$ cat config.mk
export PLATFORM = sky130hd
export DESIGN_NAME = twin_read_ram
export DESIGN_NICKNAME = d
export VERILOG_FILES = /design/src/rtl/twin_ram_pkg.sv /design/src/rtl/twr_write_ctrl.sv /design/src/rtl/twr_bit_slice.sv /design/src/rtl/twin_read_ram.sv
export SDC_FILE = /design/constraint.sdc
export NUM_CORES = 1
export LEC_CHECK = 0
export ABC_AREA = 1
export BUFFER_PORTS_ARGS = -buffer_cell sky130_fd_sc_hd__buf_4
export CAP_MARGIN = 10
export CORE_MARGIN = 8
export CORE_UTILIZATION = 45
export CTS_BUF_LIST = sky130_fd_sc_hd__clkbuf_16
export CTS_CLUSTER_SIZE = 14
export DETAILED_ROUTE_END_ITERATION = 12
export PLACE_DENSITY = 0.65
export SLEW_MARGIN = 20
export SYNTH_ARGS = -nofsm -noshare
export SYNTH_HDL_FRONTEND = slang
export SYNTH_SLANG_ARGS = --single-unit
$ cat constraint.sdc
create_clock -name wr_clk -period 1 [get_ports wr_clk]
set_input_delay 0.1 -clock wr_clk [delete_from_list [all_inputs] [get_ports wr_clk]]
set_output_delay 0.1 -clock wr_clk [all_outputs]
set_load 0.01 [all_outputs]
$ cat src/rtl/twin_ram_pkg.sv
package twin_ram_pkg;
  // Resolve a pin level against its polarity choice: 1 means "asserted".
  function automatic logic lvl_on(input logic level, input bit invert);
    return level ^ invert;
  endfunction

  // Bit position of bit b of word w inside a flat init vector.
  function automatic int word_bit_pos(input int w, input int b, input int width);
    return w * width + b;
  endfunction
endpackage

$ cat src/rtl/twr_write_ctrl.sv
module twr_write_ctrl
  import twin_ram_pkg::*;
#(
  parameter bit WE_INV = 1'b0
) (
  input  logic gate_on,
  input  logic en_pin,
  output logic fire
);
  logic en_active;

  assign en_active = lvl_on(en_pin, WE_INV);
  assign fire      = gate_on & en_active;
endmodule

$ cat src/rtl/twr_bit_slice.sv
module twr_bit_slice #(
  parameter int DEPTH                  = 16,
  parameter int AW                     = 4,
  parameter logic [DEPTH-1:0] INIT_COL = '0
) (
  input  logic          act_clk,
  input  logic          gate_on,
  input  logic          fire,
  input  logic [AW-1:0] wr_addr,
  input  logic          d,
  input  logic [AW-1:0] rd_addr,
  output logic          prim,
  output logic          sec
);
  logic [DEPTH-1:0] cells = INIT_COL;
  logic             primed = 1'b0;

  always_ff @(posedge act_clk) begin
    primed <= 1'b1;
    if (fire) cells[wr_addr] <= d;
  end

  assign prim = cells[wr_addr];
  assign sec  = cells[rd_addr];

  // a qualified write lands at the addressed cell
  p_write_lands_r2: assert property (@(posedge act_clk) disable iff (!primed)
    fire |=> cells[$past(wr_addr)] == $past(d));

  // an edge without a qualified write leaves every cell as it was
  p_idle_hold_r3: assert property (@(posedge act_clk) disable iff (!primed)
    !fire |=> $stable(cells));

  // the gate held low protects all contents
  p_gate_blocks_r10: assert property (@(posedge act_clk) disable iff (!primed)
    !gate_on |=> $stable(cells));

  // both read ports agree when they address the same cell
  p_collide_match_r6: assert property (@(posedge act_clk) disable iff (!primed)
    (wr_addr == rd_addr) |-> (prim == sec));
endmodule

$ cat src/rtl/twin_read_ram.sv
module twin_read_ram
  import twin_ram_pkg::*;
#(
  parameter int WIDTH                     = 1,
  parameter int DEPTH                     = 16,
  parameter logic [DEPTH*WIDTH-1:0] INIT  = '0,
  parameter bit CLK_INV                   = 1'b0,
  parameter bit WE_INV                    = 1'b0
) (
  input  logic                     wr_clk,
  input  logic                     wr_gate,
  input  logic                     wr_en,
  input  logic [$clog2(DEPTH)-1:0] wr_addr,
  input  logic [WIDTH-1:0]         wr_data,
  input  logic [$clog2(DEPTH)-1:0] rd_addr,
  output logic [WIDTH-1:0]         prim_q,
  output logic [WIDTH-1:0]         sec_q
);
  localparam int AW = $clog2(DEPTH);

  // Gather the bits of one column (bit b of every word) from the flat init.
  function automatic logic [DEPTH-1:0] column_of(input int b);
    logic [DEPTH-1:0] col;
    for (int w = 0; w < DEPTH; w++) col[w] = INIT[word_bit_pos(w, b, WIDTH)];
    return col;
  endfunction

  logic act_clk;     // active edge always appears as a rising edge here
  logic wr_fire;     // qualified write strobe

  assign act_clk = lvl_on(wr_clk, CLK_INV);

  twr_write_ctrl #(.WE_INV(WE_INV)) u_ctrl (
    .gate_on (wr_gate),
    .en_pin  (wr_en),
    .fire    (wr_fire)
  );

  for (genvar b = 0; b < WIDTH; b++) begin : g_col
    twr_bit_slice #(
      .DEPTH    (DEPTH),
      .AW       (AW),
      .INIT_COL (column_of(b))
    ) u_col (
      .act_clk (act_clk),
      .gate_on (wr_gate),
      .fire    (wr_fire),
      .wr_addr (wr_addr),
      .d       (wr_data[b]),
      .rd_addr (rd_addr),
      .prim    (prim_q[b]),
      .sec     (sec_q[b])
    );
  end

  // all columns see one strobe, so a blocked gate never yields a write
  p_shared_strobe_r1: assert property (@(posedge act_clk)
    !wr_gate |-> !wr_fire);
endmodule

# Word level (Yosys, flattened, before mapping)
# Index checks and enable logic that the tools add are counted.
# word_totals
register_bits,16
inputBits,12
out_inout_bits,2
word_cells,13
# op_classes
magnitude_cmp,3
mux,7
bitwise,1
reduce_logical,1
# op_table
op,count
bitwise mux 16 bit,1
"< comparator 4 x 5 -> 1 bit, second input constant",2
binary-select mux 1 bit (select 4 bit),2
demux 1 bit (select 4 bit),1
"greater-or-equal comparator 4 x 1 -> 1 bit, second input constant",1
2-to-1 mux 1 bit,3
bitwise AND 1 bit,1
logical AND 1 bit,1

# Logic depth before layout (Yosys ltp)
# Gate-level depths: netlist of run 1.
# depth
word_depth,5
ltp_mapped,9
depth_no_buf,9

# Cells and area by module
# A second synthesis of run 1 with hierarchy kept.
# unflattened
hier_cells,146
hier_area_um2,1003.5
# modules_own_cells
module,n_inst,cells_per_inst,area_each_um2,seq_area_each_um2
twr_bit_slice,1,144,996.0,480.5
twr_write_ctrl,1,2,7.5,0.0

# Worst setup path before layout of run 1
# No wires, ideal clock.
# synth_timing
kind,register -> output
start,reg g_col[0].u_col.cells[15]
end,out prim_q
t_arrival_ns,0.765
t_required_ns,0.900
setup_slack_ns,0.135
path_stages_with_launch,9
n_path_buf,0
path_cell_list,edfxtp_1 nand2_1 nand2_1 nand2_1 nand2_1 nand2_1 nand2_1 inv_1 nand2_1
# synth_between
elab_chain_cells,2
# synth_lines
element,line,text
start: declaration,twr_bit_slice.sv:15,logic [DEPTH-1:0] cells = INIT_COL;
start signal: indexed assignment,twr_bit_slice.sv:20,if (fire) cells[wr_addr] <= d;
binary-select mux 1 bit (select 4 bit),twr_bit_slice.sv:23,assign prim = cells[wr_addr];
2-to-1 mux 1 bit (implied by the code),twr_bit_slice.sv:23,
end: declaration,twin_read_ram.sv:16,"output logic [WIDTH-1:0] prim_q,"
# Every way passes these cells. The select of a mux whose other input is x is not followed.

# Worst setup path in the final report of run 1
# layout_timing
start,reg g_col[0].u_col.cells[7]
end,out prim_q
# The elaborated chain is that of the path after synthesis.

==> results of run 1 <==
repair_timing:
item                                    4_1_cts  5_1_grt
gates resized for setup                       2        0
pin swaps                                     6        1
endpoints found under the setup margin        2        2
metal layers:
layer,share of wire [%],vias up
met1,45,430
met2,46,39
met4,2.1,0
met5,0,-
met3,7.3,7
li1,-,474
power breakdown:
part / internal [µW] / switching [µW]
registers: 748 / 3.77
logic: 95.5 / 128
clock network: 530 / 240
kinds of logic (layout without fill, tap and decap cells):
| family | Yosys count | after routing | share of synthesized area [%] |
|---|---|---|---|
| AND/OR/NAND/NOR | 101 | 101 | 39.78 |
| buffers and inverters | 29 | 46 | 12.34 |
| flip-flops | 16 | 16 | 47.88 |
synthesized netlist by cell type:
cell and number:
buf_6 2, inv_1 25, nand3_1 16, nand2_1 66
inv_2 2, edfxtp_1 16, nor2_1 19
area by class of cell:
cell class	instances	area share, %
Inverter	27	8.257
Timing Repair Buffer	15	10.81
Clock inverter	1	0.3058
Clock buffer	3	6.116
Tap cell	28	2.854
Multi-Input combinational cell	101	32.52
Sequential cell	16	39.14
worst paths after layout:
check             slack (ns)  depth (start not counted)                 endpoint
setup / recovery       -0.33                          9                   prim_q
hold / removal          0.15                          1  g_col[0].u_col.cells[1]
through the flow:
step           setup slack (ns)  TNS, ns  hold slack (ns)  std cells  utilization [%]
2_1_floorplan            0.1354        0           0.1989        146                -
5_1_grt                 -0.4219  -0.8197           0.1735        191            56.57
3_5_place_dp           -0.07199  -0.4145           0.4159        187            52.60
4_1_cts                 -0.3194  -0.5941           0.1633        191            56.57
3_3_place_gp           -0.05878  -0.3865           0.4089        187            52.60
6_report                -0.3335  -0.6311           0.1525        191            56.57
==> results by group, run 1 <==
Outcome
  • Status: finished with violations
  • Failing checks: negative setup slack

Critical path
  • Cell at the slowest stage of the critical path: edfxtp_1
  • Critical path startpoint: g_col[0].u_col.cells[7]
  • Critical setup path kind: flip-flop to primary output
  • Sort of element at the start of the critical path: flip-flop
  • Most frequent cell on the critical path: nand2_1
  • Cell family with the largest share of critical-path delay: simple AND/OR/NAND/NOR gates
  • CP Buf/Inv Count: 2
  • Cell-by-cell listing of the critical path: nand2_1, nand2_1, nand2_1, nand2_1, nand2_1, nand2_1, inv_1, nand2_1, buf_6
  • Required @ worst endpoint: about 0.90 ns
  • Arrival time reported for the critical path endpoint: 1.23 ns
  • Endpoint kind of the worst setup timing path: primary output
  • Critical Path Fanout Max: 2
  • Max stage delay on crit path: 0.38 ns

Layout
  • Top library cells by usage in the layout, fill and taps aside: nand2_1 (66), inv_1 (25), nor2_1 (19)
  • Area of all sequential standard cells: about 480 µm²
  • Antenna cell count: 0
  • Top flop regs: g_col.u_col.cells: 16 flops
  • Proportion of layout cells with a drive suffix above 1: between 10% and 20%
  • Area used by multi-input combinational logic: between 300 and 400 µm²
  • Register with the most flip-flops: g_col.u_col.cells
  • Final net count: approximately 180
  • Most common cell after layout, fill and taps aside: nand2_1
  • Flip-flop count of the largest register, all copies and words added: 16
  • Layout Cell Area excl Fill: 0.001227 mm²
  • Layout-stage area growth over the synthesis result: 22.32%
  • Fill count: 200

Placement
  • Cell Area, Placed: between 0.001 and 0.0015 mm²
  • Number of buffers inserted by port buffering: 13
  • Final weighted congestion in routability-driven placement: roughly 0.85
  • Total half-perimeter wirelength after legalization and detailed placement: 1.704 mm

Global route
  • M2 GR Usage: 19.21%
  • Met3 routing resource usage after global routing: under 10%
  • Pin count of the biggest net entering global routing: 17
  • Vias in the first global route: between 900 and 1,000
  • Global routing usage summed across all routing layers: about an eighth
  • Residual overflow from global routing: 0
  • Busiest metal layer after global routing: met2
  • Antenna violations before repair: 0
  • Wire length of the first global-routing pass: around 3.9 mm
  • Grt met1 use: around 13%

Timing
  • Setup repair after global routing missed its margin: true
  • Post-layout minimum cycle time: ~1.3 ns
  • Count of final max-slew check failures: 0
  • Actual slew at the worst max-slew pin: ~0.22 ns
  • Max transition margin: between 80% and 90%
  • Highest achievable clock rate: between 700 and 800 MHz
  • Final number of hold-violating endpoints: 0
  • Period utilisation layout: 133.3%
  • Final worst slack: -0.3335 ns
  • Number of setup violations in the final report: 2

Power
  • Pwr/cell area: between 1000 and 1500 mW/mm²
  • IR drop worst, VDD: roughly 0.0010 V
  • Total power after layout: between 1500 and 2000 µW
  • Leak Pwr: 0.0006321 µW

Drt
  • Remaining routing DRC violations: 0
  • Routed wire per std cell: around 12 µm
  • Initial DRT Pass Iterations: 4
  • Antenna viol nets, final: 0
  • Iteration-0 DRC Markers: just over 60
  • Drt via density: about 5
  • Vias: between 900 and 1,000
  • Final Routed Wirelength: 2.221 mm

Die
  • Number of placed I/O pins: 14
  • Die outline width: roughly 63 µm
  • Die footprint: approximately 0.0040 mm²
  • Initial standard-cell utilization of the core: between 40% and 50%
  • Total number of placement rows: 17
  • Y dimension of the die: about 63 µm
  • Core ar.: 0.002170 mm²

Hold path
  • Type of the worst min-delay path: input port to flip-flop
  • Startpoint of the most critical hold path: wr_data

Clock network
  • TritonCTS clock tree: built
  • Clock Path Buffers: 2
  • Post-CTS Setup Repair Bufs: 0
  • Sinks on Clock Net: 16
  • Clock buffer count from CTS: 3
  • CTS hold repair buffers: 0
  • CTS H-Tree Depth: 1
  • Clock transition at the register clock pins on the worst setup and hold paths after CTS: 0.05 ns
  • Root buffer selected by CTS: clkbuf_16

Yosys
  • Sequential cell area fraction in the yosys report: between 40% and 50%
  • Register bit total from synthesis: 16
  • Yosys warns: 0
  • Share of Yosys cell area claimed by the top area cell type: 47.88%
  • Post-synthesis cell area: ~0.001 mm²
  • Number of distinct standard cells referenced by the synthesized netlist: 7
  • Most area-hungry cell type in the Yosys netlist: edfxtp_1
  • Cell count after synthesis: about 150
  • Synth Area per Inst: approximately 7 µm²
  • Top cells by area, synth: edfxtp_1 (48%), nand2_1 (25%), inv_1 (9.4%)
  • Synthesized netlist net count: ~160

Flow run
  • Count of maximum capacitance violations: 0
Note: power is estimated with default switching activity, not from simulation.
==> run 2: changes to the inputs <==
--- a/config.mk
+++ b/config.mk
@@ -6,14 +6,14 @@
 export NUM_CORES = 1
 export LEC_CHECK = 0
 export ABC_AREA = 1
-export BUFFER_PORTS_ARGS = -buffer_cell sky130_fd_sc_hd__buf_4
+export BUFFER_PORTS_ARGS = -buffer_cell sky130_fd_sc_hd__clkbuf_2
 export CAP_MARGIN = 10
 export CORE_MARGIN = 8
-export CORE_UTILIZATION = 45
+export CORE_UTILIZATION = 55
 export CTS_BUF_LIST = sky130_fd_sc_hd__clkbuf_16
 export CTS_CLUSTER_SIZE = 14
 export DETAILED_ROUTE_END_ITERATION = 12
-export PLACE_DENSITY = 0.65
+export PLACE_DENSITY = 0.77
 export SLEW_MARGIN = 20
 export SYNTH_ARGS = -nofsm -noshare
 export SYNTH_HDL_FRONTEND = slang
==> run 2 against run 1 <==
  * The flow still finishes with violations (negative setup slack)
  * Worst hold slack improved by 0.14 ns
  * Sequential cell count did not move
  * Utilization rose by 11 points
  * Combinational power fell by 14%
  * Worst setup slack got worse by 0.029 ns
  * Critical path type unchanged
  * Highest routed layer unchanged
==> results by group, run 2 (same netlist as run 1, synthesis figures left out) <==
Critical path
  • Critical setup path kind: flip-flop to primary output
  • Required @ worst endpoint: ~0.9 ns
  • Max stage delay on crit path: around 0.41 ns
  • Most frequent cell on the critical path: nand2_1
  • Critical Path Fanout Max: 2
  • Cell at the slowest stage of the critical path: edfxtp_1
  • Sort of element at the start of the critical path: flip-flop
  • Endpoint kind of the worst setup timing path: primary output
  • Arrival time reported for the critical path endpoint: between 1 and 1.5 ns
  • Cell-by-cell listing of the critical path: nand2_1, nand2_1, nand2_1, nand2_1, nand2_1, nand2_1, inv_1, nand2_1, clkbuf_2

Timing
  • Number of setup violations in the final report: 2
  • Max transition margin: between 80% and 90%
  • Final worst slack: -0.3627 ns
  • Final number of hold-violating endpoints: 0
  • Setup repair after global routing missed its margin: true
  • Post-layout minimum cycle time: around 1.4 ns
  • Count of final max-slew check failures: 0
  • Highest achievable clock rate: roughly 730 MHz
  • Sum of negative setup slack: -0.6357 ns
  • Actual slew at the worst max-slew pin: 0.2884 ns
  • Period utilisation layout: 136.3%

Placement
  • Total half-perimeter wirelength after legalization and detailed placement: 1.860 mm
  • Number of buffers inserted by port buffering: 13
  • Final weighted congestion in routability-driven placement: between 0.8 and 0.9
  • Setup WS pre-CTS: -0.08436 ns

Drt
  • Routed wire per std cell: roughly 12 µm
  • Final Routed Wirelength: approximately 2.3 mm
  • Iteration-0 DRC Markers: 32
  • Drt via density: a little under 5
  • Antenna viol nets, final: 0
  • Remaining routing DRC violations: 0
  • Vias: 914
  • Initial DRT Pass Iterations: 4

Global route
  • Residual overflow from global routing: 0
  • Global routing usage summed across all routing layers: between 10% and 20%
  • Pin count of the biggest net entering global routing: 17
  • Wire length of the first global-routing pass: 3.726 mm
  • Vias in the first global route: 862
  • Antenna violations before repair: 0

Power
  • Pwr/cell area: approximately 1500 mW/mm²
  • IR drop worst, VDD: between 0.0015 and 0.002 V
  • Leak Pwr: roughly 0.00062 µW

Layout
  • Layout-stage area growth over the synthesis result: 16.71%
  • Antenna cell count: 0
  • Most common cell after layout, fill and taps aside: nand2_1
  • Register with the most flip-flops: g_col.u_col.cells
  • Proportion of layout cells with a drive suffix above 1: 12.27%
  • Top library cells by usage in the layout, fill and taps aside: nand2_1 (66), inv_1 (25), nor2_1 (19)
  • Top flop regs: g_col.u_col.cells: 16 flops
  • Final net count: 176
  • Fill count: 176
  • Flip-flop count of the largest register, all copies and words added: 16

Outcome
  • Status: finished with violations
  • Failing checks: negative setup slack

Die
  • Die footprint: 0.003447 mm²
  • Total number of placement rows: 15
  • Core ar.: ~0.0017 mm²
  • Initial standard-cell utilization of the core: around three fifths
  • Die outline width: 58.72 µm
  • Y dimension of the die: 58.72 µm
  • Number of placed I/O pins: 14

Clock network
  • Root buffer selected by CTS: clkbuf_16
  • Clock Path Buffers: 2
  • Clock buffer count from CTS: 3
  • Post-CTS Setup Repair Bufs: 0
  • TritonCTS clock tree: built
  • Clock transition at the register clock pins on the worst setup and hold paths after CTS: approximately 0.05 ns
  • CTS H-Tree Depth: 1
  • CTS hold repair buffers: 0
  • Number of gates given a new drive strength after cts: 0
  • Sinks on Clock Net: 16

Flow run
  • Count of maximum capacitance violations: 0

Hold path
  • Type of the worst min-delay path: input port to flip-flop
[run 2: report_power, final]
group | switching, µW | internal, µW
clock | 254 | 531
combinational | 126 | 66.9
sequential | 4.27 | 748
[run 2: metal layers]
| layer | GRT usage (%) | wire [µm] |
|---|---|---|
| met3 | 4.348 | 127 |
| met1 | 17.46 | 1021 |
| met2 | 22.52 | 1122 |
| met5 | 0 | 0 |
| met4 | 9.215 | 63 |
[run 2: final timing paths]
path / from / end / slack, ns / depth (start not counted)
min: wr_data / g_col[0].u_col.cells[4] / 0.29 / 1
max: g_col[0].u_col.cells[14] / prim_q / -0.36 / 9
[run 2: final cells by class]
class	count	area (µm²)	area share (%)
inverters	27	101.3	8.654
well taps	25	31.28	2.671
repair buffers	15	80.08	6.838
clock buffers	3	75.07	6.410
flip-flops and latches	16	480.5	41.03
clock inverters	1	3.754	0.3205
multi-input cells	101	399.1	34.08
[run 2: metrics by stage]
| step | total power [µW] | area (µm²) | std cells | utilization (%) | hold WS (ns) |
|---|---|---|---|---|---|
| 2_1_floorplan | 883.3 | 1003 | 146 | - | 0.1989 |
| 3_3_place_gp | 949.8 | 1092 | 184 | 63.26 | 0.5113 |
| 3_5_place_dp | 956.5 | 1092 | 184 | 63.26 | 0.5290 |
| 4_1_cts | 1744 | 1171 | 188 | 67.83 | 0.2818 |
| 5_1_grt | 1792 | 1171 | 188 | 67.83 | 0.3081 |
| 6_report | 1729 | 1171 | 188 | 67.83 | 0.2877 |
[run 2: critical path, delay by kind of cell (launching register included)]
kind          cells  cell delay (ns)
buf+inv           2             0.17
flops             1             0.41
simple gates      7             0.44
==> run 3: changes to the inputs <==
--- a/config.mk
+++ b/config.mk
@@ -13,7 +13,7 @@
 export CTS_BUF_LIST = sky130_fd_sc_hd__clkbuf_16
 export CTS_CLUSTER_SIZE = 14
 export DETAILED_ROUTE_END_ITERATION = 12
-export PLACE_DENSITY = 0.77
+export PLACE_DENSITY = 0.84
 export SLEW_MARGIN = 20
 export SYNTH_ARGS = -nofsm -noshare
 export SYNTH_HDL_FRONTEND = slang
==> run 3 against run 2 <==
  * The flow still finishes with violations (negative setup slack)
  * Cell count is the same
  * Via count grew 0.55%
  * Power shrank 1.0%
  * Critical path depth is the same
  * Clock power shrank 2.8%
  * Sequential cell count is the same
==> results by group, run 3 (same netlist as run 1, synthesis figures left out) <==
Timing
  • Final number of hold-violating endpoints: 0
  • Highest achievable clock rate: a little under 800 MHz
  • Max transition margin: roughly 80%
  • Setup repair after global routing missed its margin: true
  • Sum of negative setup slack: -0.5643 ns
  • Count of final max-slew check failures: 0
  • Actual slew at the worst max-slew pin: 0.2635 ns
  • Period utilisation layout: 129.8%
  • Post-layout minimum cycle time: between 1 and 1.5 ns
  • Final worst slack: -0.2979 ns
  • Worst hold-check slack: approximately 0.27 ns
  • Number of setup violations in the final report: 2

Clock network
  • TritonCTS clock tree: built
  • Clock transition at the register clock pins on the worst setup and hold paths after CTS: 0.05 ns
  • Root buffer selected by CTS: clkbuf_16
  • CTS H-Tree Depth: 1
  • Clock Path Buffers: 2
  • Post-CTS Setup Repair Bufs: 0
  • Clock buffer count from CTS: 3
  • CTS hold repair buffers: 0
  • Sinks on Clock Net: 16

Drt
  • Antenna viol nets, final: 0
  • Vias: 919
  • Final Routed Wirelength: around 2.1 mm
  • Drt via density: roughly 5
  • Remaining routing DRC violations: 0
  • Routed wire per std cell: around 11 µm
  • Initial DRT Pass Iterations: 4
  • Iteration-0 DRC Markers: 30

Global route
  • Wire length of the first global-routing pass: around 3.6 mm
  • Vias in the first global route: around 880
  • Residual overflow from global routing: 0
  • Antenna violations before repair: 0
  • Pin count of the biggest net entering global routing: 17
  • Global routing usage summed across all routing layers: between 10% and 20%

Critical path
  • CP Buf/Inv Count: 2
  • Cell-by-cell listing of the critical path: nand2_1, nand2_1, nand2_1, nand2_1, nand2_1, nand2_1, inv_1, nand2_1, clkbuf_2
  • Max stage delay on crit path: roughly 0.40 ns
  • Most frequent cell on the critical path: nand2_1
  • Arrival time reported for the critical path endpoint: 1.20 ns
  • Critical setup path kind: flip-flop to primary output
  • Required @ worst endpoint: 0.90 ns
  • Critical Path Fanout Max: 2
  • Cell at the slowest stage of the critical path: edfxtp_1
  • Endpoint kind of the worst setup timing path: primary output
  • Cell family with the largest share of critical-path delay: flip-flops
  • Sort of element at the start of the critical path: flip-flop
  • Critical path startpoint: g_col[0].u_col.cells[3]

Hold path
  • Type of the worst min-delay path: input port to flip-flop
  • Startpoint of the most critical hold path: wr_data

Die
  • Core ar.: between 0.0015 and 0.002 mm²
  • Total number of placement rows: 15
  • Y dimension of the die: ~60 µm
  • Die outline width: slightly below 60 µm
  • Initial standard-cell utilization of the core: between 50% and 60%
  • Die footprint: about 0.0034 mm²
  • Number of placed I/O pins: 14

Layout
  • Layout-stage area growth over the synthesis result: 17.96%
  • Most common cell after layout, fill and taps aside: nand2_1
  • Antenna cell count: 0
  • Top library cells by usage in the layout, fill and taps aside: nand2_1 (66), inv_1 (25), nor2_1 (19)
  • Final net count: roughly 180
  • Post-layout util: about two thirds
  • Flip-flop count of the largest register, all copies and words added: 16
  • Top flop regs: g_col.u_col.cells: 16 flops
  • Register with the most flip-flops: g_col.u_col.cells
  • Fill count: around 140
  • Layout Cell Area excl Fill: between 0.001 and 0.0015 mm²
  • Proportion of layout cells with a drive suffix above 1: ~12%

Outcome
  • Failing checks: negative setup slack
  • Status: finished with violations

Placement
  • Number of buffers inserted by port buffering: 13
  • Cell Area, Placed: 0.001105 mm²
  • Total half-perimeter wirelength after legalization and detailed placement: ~1.6 mm
  • Final weighted congestion in routability-driven placement: 0.9325

Power
  • IR drop worst, VDD: between 0.001 and 0.0015 V
  • Total power after layout: ~1700 µW
  • Pwr/cell area: 1446 mW/mm²
  • Leak Pwr: just over 0.0006 µW

Flow run
  • Count of maximum capacitance violations: 0
run 3: cell count changes in the layout (fill, tap and decap cells not counted), sizes merged:
cell / change
buf: +1
clkbuf: -1
run 3: worst paths after layout:
check / end / slack (ns) / cells after the start
max: prim_q / -0.30 / 9
min: g_col[0].u_col.cells[2] / 0.27 / 1
run 3: timing repair:
action | 4_1_cts | 5_1_grt
resized for setup | 0 | 1
pin swaps | 10 | 4
endpoints found under the setup margin | 2 | 2
run 3: power breakdown:
part | switching (µW) | internal, µW | total, µW
clock network | 234 | 529 | 763
logic | 123 | 72.4 | 196
registers | 4.20 | 748 | 752
run 3: final cells by class:
cell class              instances  area [µm²]  area share, %
multi-input cells             101       399.1          33.72
clock buffers                   3       75.07          6.342
clock inverters                 1       3.754         0.3171
flip-flops and latches         16       480.5          40.59
well taps                      25       31.28          2.643
repair buffers                 15       92.59          7.822
inverters                      27       101.3          8.562
run 3: stage by stage:
stage               worst slack (ns)  cells
floorplan                     0.1354    146
global placement            -0.04596    184
detailed placement          -0.04618    184
CTS                          -0.2939    188
global route                 -0.4160    188
finish                       -0.2979    188
run 3: routing by layer:
layer | up-vias | GRT usage, % | wire (µm)
met5 | - | 0 | 0
met4 | 0 | 7.850 | 62
met3 | 9 | 4.130 | 181
met2 | 41 | 21.89 | 959
met1 | 392 | 14.62 | 889
li1 | 477 | - | -
